**src/rtl/lock_mon_pkg.sv**
```systemverilog
package lock_mon_pkg;

  typedef enum logic [1:0] {
    ST_IDLE     = 2'd0,
    ST_WAIT_OSC = 2'd1,
    ST_WAIT_REF = 2'd2
  } meas_state_t;

  // mode 01 (mid-supply) and 10 (open) disable the monitor
  function automatic logic mode_active(input logic [1:0] mode);
    return (mode == 2'b00) || (mode == 2'b11);
  endfunction

endpackage

```
**src/rtl/pulse_sync.sv**
```systemverilog
module pulse_sync #(
  parameter int STAGES = 2
) (
  input  logic clk_i,
  input  logic rst_ni,
  input  logic async_i,
  output logic rise_o
);

  logic [STAGES:0] chain;
  logic            prev_q;

  assign chain[0] = async_i;

  for (genvar g = 0; g < STAGES; g++) begin : g_stage
    always_ff @(posedge clk_i or negedge rst_ni) begin
      if (!rst_ni) chain[g+1] <= 1'b0;
      else         chain[g+1] <= chain[g];
    end
  end

  always_ff @(posedge clk_i or negedge rst_ni) begin
    if (!rst_ni) prev_q <= 1'b0;
    else         prev_q <= chain[STAGES];
  end

  assign rise_o = chain[STAGES] & ~prev_q;

  // a rising edge is a single-cycle event
  p_rise_single_r8: assert property (@(posedge clk_i) disable iff (!rst_ni)
    rise_o |=> !rise_o);

endmodule

```
**src/rtl/phase_gap_meas.sv**
```systemverilog
module phase_gap_meas
  import lock_mon_pkg::*;
#(
  parameter int WIN_CYC     = 25,
  parameter int TIMEOUT_CYC = 256
) (
  input  logic clk_i,
  input  logic rst_ni,
  input  logic clr_i,
  input  logic ref_rise_i,
  input  logic osc_rise_i,
  output logic done_o,
  output logic pass_o
);

  localparam int CW = $clog2(TIMEOUT_CYC + 1);
  localparam logic [CW-1:0] WIN_L = CW'(WIN_CYC);
  localparam logic [CW-1:0] TMO_L = CW'(TIMEOUT_CYC);
  localparam logic [CW-1:0] ONE_L = CW'(1);

  meas_state_t   state_q, state_d;
  logic [CW-1:0] cnt_q, cnt_d;
  logic          done_q, done_d, pass_q, pass_d;
  logic          partner, leader;

  assign partner = (state_q == ST_WAIT_OSC) ? osc_rise_i : ref_rise_i;
  assign leader  = (state_q == ST_WAIT_OSC) ? ref_rise_i : osc_rise_i;

  always_comb begin
    state_d = state_q;
    cnt_d   = cnt_q;
    done_d  = 1'b0;
    pass_d  = 1'b0;
    if (clr_i) begin
      state_d = ST_IDLE;
      cnt_d   = '0;
    end else if (state_q == ST_IDLE) begin
      if (ref_rise_i && osc_rise_i) begin
        done_d = 1'b1;
        pass_d = 1'b1;
      end else if (ref_rise_i) begin
        state_d = ST_WAIT_OSC;
        cnt_d   = ONE_L;
      end else if (osc_rise_i) begin
        state_d = ST_WAIT_REF;
        cnt_d   = ONE_L;
      end
    end else begin
      if (partner) begin
        done_d  = 1'b1;
        pass_d  = (cnt_q < WIN_L);
        state_d = ST_IDLE;
        cnt_d   = '0;
      end else if (leader) begin
        // second leader edge without partner: fail, restart from it
        done_d = 1'b1;
        cnt_d  = ONE_L;
      end else if (cnt_q >= TMO_L) begin
        done_d  = 1'b1;
        state_d = ST_IDLE;
        cnt_d   = '0;
      end else begin
        cnt_d = cnt_q + ONE_L;
      end
    end
  end

  always_ff @(posedge clk_i or negedge rst_ni) begin
    if (!rst_ni) begin
      state_q <= ST_IDLE;
      cnt_q   <= '0;
      done_q  <= 1'b0;
      pass_q  <= 1'b0;
    end else begin
      state_q <= state_d;
      cnt_q   <= cnt_d;
      done_q  <= done_d;
      pass_q  <= pass_d;
    end
  end

  assign done_o = done_q;
  assign pass_o = pass_q;

  // the gap counter never runs past the timeout
  p_gap_bound_r5: assert property (@(posedge clk_i) disable iff (!rst_ni)
    (state_q != ST_IDLE) |-> (cnt_q <= TMO_L));

  // coincident edges yield a passing comparison
  p_coincident_pass_r2: assert property (@(posedge clk_i) disable iff (!rst_ni)
    (state_q == ST_IDLE && ref_rise_i && osc_rise_i && !clr_i) |=> (done_o && pass_o));

  // no result while held clear
  p_clr_quiet_r7: assert property (@(posedge clk_i) disable iff (!rst_ni)
    clr_i |=> !done_o);

endmodule

```
**src/rtl/consec_counter.sv**
```systemverilog
module consec_counter #(
  parameter int NEED_CNT = 7
) (
  input  logic clk_i,
  input  logic rst_ni,
  input  logic en_i,
  input  logic done_i,
  input  logic pass_i,
  output logic lock_o
);

  localparam int CW = $clog2(NEED_CNT + 1);
  localparam logic [CW-1:0] NEED_L = CW'(NEED_CNT);
  localparam logic [CW-1:0] ONE_L  = CW'(1);

  logic [CW-1:0] cnt_q, cnt_d;
  logic          lock_q;

  always_comb begin
    cnt_d = cnt_q;
    if (!en_i)                cnt_d = '0;
    else if (done_i && !pass_i) cnt_d = '0;
    else if (done_i && cnt_q != NEED_L) cnt_d = cnt_q + ONE_L;
  end

  always_ff @(posedge clk_i or negedge rst_ni) begin
    if (!rst_ni) begin
      cnt_q  <= '0;
      lock_q <= 1'b0;
    end else begin
      cnt_q  <= cnt_d;
      lock_q <= en_i && (cnt_d == NEED_L);
    end
  end

  assign lock_o = lock_q;

  // run count never exceeds its ceiling
  p_cnt_sat_r6: assert property (@(posedge clk_i) disable iff (!rst_ni)
    cnt_q <= NEED_L);

  // a failed comparison drops lock
  p_fail_clears_r4: assert property (@(posedge clk_i) disable iff (!rst_ni)
    (done_i && !pass_i) |=> !lock_o);

  // lock only rises on a passing comparison
  p_rise_on_pass_r3: assert property (@(posedge clk_i) disable iff (!rst_ni)
    $rose(lock_o) |-> $past(done_i && pass_i));

  // disabled mode forces lock low
  p_disabled_low_r7: assert property (@(posedge clk_i) disable iff (!rst_ni)
    !en_i |=> !lock_o);

endmodule

```
**src/rtl/phase_lock_monitor.sv**
```systemverilog
module phase_lock_monitor
  import lock_mon_pkg::*;
#(
  parameter int SYNC_STAGES = 2,
  parameter int WIN_CYC     = 25,
  parameter int TIMEOUT_CYC = 256,
  parameter int NEED_CNT    = 7
) (
  input  logic       clk_i,
  input  logic       rst_ni,
  input  logic       ref_pulse_i,
  input  logic       osc_pulse_i,
  input  logic [1:0] mode_i,
  output logic       lock_o
);

  localparam int NCH = 2;

  logic [NCH-1:0] pulse_raw, pulse_rise;
  logic           active, done, pass;

  assign pulse_raw = {osc_pulse_i, ref_pulse_i};
  assign active    = mode_active(mode_i);

  for (genvar c = 0; c < NCH; c++) begin : g_ch
    pulse_sync #(.STAGES(SYNC_STAGES)) u_sync (
      .clk_i  (clk_i),
      .rst_ni (rst_ni),
      .async_i(pulse_raw[c]),
      .rise_o (pulse_rise[c])
    );
  end

  phase_gap_meas #(
    .WIN_CYC    (WIN_CYC),
    .TIMEOUT_CYC(TIMEOUT_CYC)
  ) u_meas (
    .clk_i     (clk_i),
    .rst_ni    (rst_ni),
    .clr_i     (~active),
    .ref_rise_i(pulse_rise[0]),
    .osc_rise_i(pulse_rise[1]),
    .done_o    (done),
    .pass_o    (pass)
  );

  consec_counter #(.NEED_CNT(NEED_CNT)) u_cnt (
    .clk_i (clk_i),
    .rst_ni(rst_ni),
    .en_i  (active),
    .done_i(done),
    .pass_i(pass),
    .lock_o(lock_o)
  );

endmodule

```
**config.mk**
```make
export PLATFORM = sky130hd
export DESIGN_NAME = phase_lock_monitor
export DESIGN_NICKNAME = d
export VERILOG_FILES = /design/src/rtl/lock_mon_pkg.sv /design/src/rtl/pulse_sync.sv /design/src/rtl/phase_gap_meas.sv /design/src/rtl/consec_counter.sv /design/src/rtl/phase_lock_monitor.sv
export SDC_FILE = /design/constraint.sdc
export NUM_CORES = 1
export LEC_CHECK = 0
export ABC_CLOCK_PERIOD_IN_PS = 5460
export BUFFER_PORTS_ARGS = -buffer_cell sky130_fd_sc_hd__buf_2
export CAP_MARGIN = 10
export CORE_UTILIZATION = 50
export CTS_BUF_LIST = sky130_fd_sc_hd__clkbuf_4 sky130_fd_sc_hd__clkbuf_8
export CTS_CLUSTER_DIAMETER = 50
export DETAILED_ROUTE_END_ITERATION = 6
export PLACE_DENSITY = 0.67
export SLEW_MARGIN = 20
export SYNTH_ARGS = -nofsm -noshare
export SYNTH_HDL_FRONTEND = slang
export SYNTH_HIERARCHICAL = 1
export SYNTH_SLANG_ARGS = --single-unit
```
**constraint.sdc**
```tcl
create_clock -name clk_i -period 5.46 [get_ports clk_i]
set_clock_uncertainty 0.2 [all_clocks]
set_input_delay 0.546 -clock clk_i [delete_from_list [all_inputs] [get_ports clk_i]]
set_output_delay 0.546 -clock clk_i [all_outputs]
set_load 0.05 [all_outputs]
```
Word-level counts from Yosys, hierarchy flattened
Index checks and enable logic that the tools add are counted.

cells by class
  add/sub/neg operators = 2
  magnitude comparators = 2
  bitwise gates (word level) = 4
  reductions and logical operators = 10
  multiply operators = 0
  shift-type cells = 0
  multiplexer cells = 30
  div/mod/pow operators = 0
  eq/ne operators = 8

operators with widths
  kind                                                                          count
  9-bit two-way mux                                                             8
  2-bit two-way mux                                                             8
  4-bit != test, second input constant                                          3
  1-bit two-way mux                                                             11
  9-bit by 1-bit adder with 9-bit output, second input constant                 1
  9-bit greater-or-equal comparator, second input constant                      1
  9-bit by 5-bit less-than comparator with 1-bit output, second input constant  1
  3-bit two-way mux                                                             3
  3-bit != test, second input constant                                          2
  1-bit logical AND                                                             4
  2-bit zero test                                                               2
  4-bit AND reduction                                                           1
  3-bit by 1-bit adder with 3-bit output, second input constant                 1
  3-bit equality test, second input constant                                    1
  1-bit bitwise AND                                                             2
  2-bit by 1-bit equality test with 1-bit output, second input constant         1
  2-bit equality test, second input constant                                    1
  1-bit inverter                                                                2
  2-bit AND reduction                                                           1
  1-bit zero test                                                               1
  1-bit logical OR                                                              1

storage, ports and cells
  bits in latches = 0
  output and inout bits = 1
  ROM bits = 0
  flip-flop bits (word level) = 23
  memories kept = 0
  bits in writable memories = 0
  word-level logic and storage cells = 68

Longest topological paths before layout
  depth in word-level cells = 7
  gate-level depth with buffers = 6
  mapped depth without buffers = 5

By module
Netlist, hierarchy kept.

modules (own cells, without submodules)
  module              area an instance (µm²)  cells each  instances
  phase_gap_meas      763.2                   87          1
  consec_counter      246.5                   23          1
  pulse_sync          88.8                    4           2
  phase_lock_monitor  17.5                    2           1

Worst setup path before layout
No wires, ideal clock.

  path type = input to register
  start = in mode_i[1]
  end = reg u_meas.cnt_q[6]
  arrival time = 1.975 ns
  setup slack = 3.207 ns
  library setup time = 0.078 ns
  buffers on the path = 1
  stages on the path = 6
  data required time = 5.182 ns
  cell sequence = xor2_1 nor3_1 and2_1 clkbuf_2 or4_1 a21oi_1

on the way
  cells in the longest elaborated chain, start to end = 4

ends and longest elaborated chain
  element                                                          line                      source
  from (decl)                                                      phase_lock_monitor.sv:13  input logic [1:0] mode_i,
  2-bit equality test / 2-bit zero test (equally long branches)    lock_mon_pkg.sv:11        return (mode == 2'b00) || (mode == 2'b11);
  1-bit logical OR *                                               lock_mon_pkg.sv:11
  4-bit != test (no line) / 3-bit != test (equally long branches)  -
  2-bit AND reduction (no line)                                    -
  to (signal assigned)                                             phase_gap_meas.sv:76      cnt_q <= cnt_d;
  to (decl)                                                        phase_gap_meas.sv:22      logic [CW-1:0] cnt_q, cnt_d;

Mark *: on every way between the ends. The rest lies on a longest branch, timed or not.
A chain may end at the register's enable or synchronous reset.

Worst setup path after layout
Same ends and word-level chain as after synthesis.

==> results.md <==
- Largest family of logic cells by synthesized area: simple AND/OR/NAND/NOR gates
- Max transition margin: about two thirds
- Cts repair resizes: 0
- Max_cap viols: 0
- Pre-antenna DRT Iters: 4
- F_max: about 0.45 GHz
- Slew Limit Fails: 0
- Critical path fanouts, max: 8
- Fin util: between 50 and 60%
- Starting density of the core: between 50 and 60%
- Async SR Flop Fraction: 100%
- P&R area growth vs syn: 7.27%
- Drt total wl: between 2000 and 2500 microns
- Worst hold path type: in2reg
- IO buf count: 6
- Mapped Cells: 120
- Warnings from Yosys: 6
- Initial DRC Count: 37
- Synth Cell Area: between 1000 and 1500 sq um
- TNS Setup: 0 ns
- Final Hold Viols: 0
- ANT nets after route: 0
- Mux cell area share after synthesis: 1.66%
- Setup-failing EPs final: 0
- Via density: 5.74
- RePlAce Congestion: around 0.8
- WS Path Type: in2reg
- Post-synth EDFFs: 0
- CTS Hold Buffers Added: 1
- Outcome: finished clean
- Post-detail-place hpwl: 1430 microns
- Most frequent cells in the layout: 23 x dfrtp_1, 14 x nor2_1, 8 x nand2_1
- Synth Area per Inst: ~10 sq um
- Pin count of the biggest net entering global routing: 24
- Fin cells: between 150 and 200
- Total gr overflow: 0
- Hold Slack: 0.136 ns
- CTS tree: done
- RSZ-0062 raised after global routing: no
- Critical Path End Type: flip-flop
- Total track usage: about a fifth
- Final #Nets: about 140
- Layout cell share with drive strength beyond 1: 11.0%
- Main synth FF type: dfrtp_1
- Die X: 51.1 microns
- Setup ws final: between 3 and 4 ns
- Required @ worst endpoint: around 5.5 ns
- Die Footprint: approximately 2600 sq um
- Sequential-to-total area share from yosys stat: a little under half
- CTS root buf: clkbuf_4
- Startpoint Class: primary input
- Tmin final: about 2.2 ns
- Commonest non-fill, non-tap cell in the layout: dfrtp_1
- DRC viols: 0
- Setup bufs post-CTS: 0
- I/O pins: 7
- Initial antenna violation count: 0
- Adder-Cell Fraction of Synth Area: under 10%
- Clock buffer depth: 2
- Period utilization: 41.0%
- DIE HEIGHT: ~51 microns
- # diodes: 0
- Placed cells: 150
- # clock sinks: 23
- Synth Register Bits: 23
- Crit path DAT: 2.27 ns
- Post-synthesis xor/xnor area fraction: between 5 and 6%
- Syn Nets: 130
- Core area: roughly 2200 sq um
- Max VDD drop: around 160 uV
- Via count of the first global-routing pass: between 800 and 900
- First-pass GRT wire length: roughly 3600 microns
- Clock-pin transition on the worst setup and hold timing paths: ~0.12 ns
- Post-synthesis compound-gate area fraction: ~13%
- FP Rows: 17
- H-tree Lvls: 1
- Cell area power density: 237 nW/um^2
- Post-synthesis cell type count: 37
- Avg WL per Cell: ~13 microns
- Vias: 890
- CTS buffer count: 3
- Least-Margin Pin Slew: approximately 0.52 ns
- Clk_lat worst skew: about 0.30 ns
- Place WS: ~3 ns
- Fraction of the mapped netlist area in simple logic gates: around a quarter
- P_leak: approximately 0.54 nW
==> flip-flops by register name (all words and copies together) (netlist names) <==
register            count
g_ch.u_sync/prev_q      2
u_meas/state_q          2
u_meas/cnt_q            9
u_cnt/lock_o            1
u_cnt/cnt_q             3
u_meas/done_o           1
u_meas/pass_o           1
g_ch.u_sync/chain       4
==> synthesized netlist by cell type (3+ instances only) <==
cell type  number  share of area (%)
nand3_1         4                1.7
a21oi_1         6                2.5
nand4_1         3                1.6
xnor2_1         7                5.1
dfrtp_1        23                 48
inv_1           3               0.93
ha_1            4                4.2
o31ai_1         3                1.9
nor2_1         14                4.4
nor3_1          7                2.9
nor2b_4         3                3.4
nand2_1         8                2.5
==> path summary, 6_finish.rpt <==
check	startpoint	end	slack, ns	cells past startpoint
max	mode_i[1]	u_meas/cnt_q[6]	3.22	6
min in group asynchronous	rst_ni	u_cnt/cnt_q[0]	0.52	2
max in group asynchronous	rst_ni	u_meas/cnt_q[4]	4.20	2
min reg2reg	g_ch[1].u_sync/chain[1]	g_ch[1].u_sync/chain[2]	0.17	0
min	ref_pulse_i	g_ch[0].u_sync/chain[1]	0.14	1
max reg2reg	g_ch[0].u_sync/prev_q	u_meas/cnt_q[6]	3.38	5
==> routing by layer <==
| metal | share of wire, % | vias to the layer above | track usage (%) | wire length [microns] |
|---|---|---|---|---|
| li1 | - | 443 | - | - |
| met4 | 0.82 | 0 | 8.33 | 17 |
| met5 | 0 | - | 0 | 0 |
| met2 | 48 | 17 | 32.7 | 995 |
| met3 | 3.0 | 2 | 3.57 | 63 |
| met1 | 48 | 428 | 22.5 | 993 |
==> metrics by stage <==
step,power [mW],area (sq um)
6_report,0.307,1290
5_1_grt,0.321,1290
4_1_cts,0.311,1290
3_5_place_dp,0.227,1250
3_3_place_gp,0.226,1250
2_1_floorplan,0.216,1200
==> final cells by class <==
class / count / area, sq um
multi-input combinational: 90 / 601
tap: 28 / 35.0
sequential: 23 / 576
inverter: 3 / 11.3
timing repair buffer: 7 / 40.0
clock buffer: 4 / 30.0
fill: 189 / 941
==> critical path, stage by stage <==
cell and delay [ns]:
buf_2 0.12, xor2_1 0.45, nor3_1 0.21, and2_1 0.27, or4_1 0.51, a21oi_1 0.16
==> cell families after synthesis <==
group	Yosys count
multiplexers	2
adder cells (fa/ha/maj)	4
flip-flops	23
buffers and inverters	7
AO/OA/AOI/OAI	23
AND/OR/NAND/NOR	53
XOR/XNOR	8
==> power breakdown <==
part / switching, mW / internal, mW
Combinational: 0.0235 / 0.0161
Sequential: 0.00832 / 0.176
Clock: 0.0487 / 0.0334
Total: 0.0805 / 0.226
Note: power is estimated with default switching activity, not from simulation.
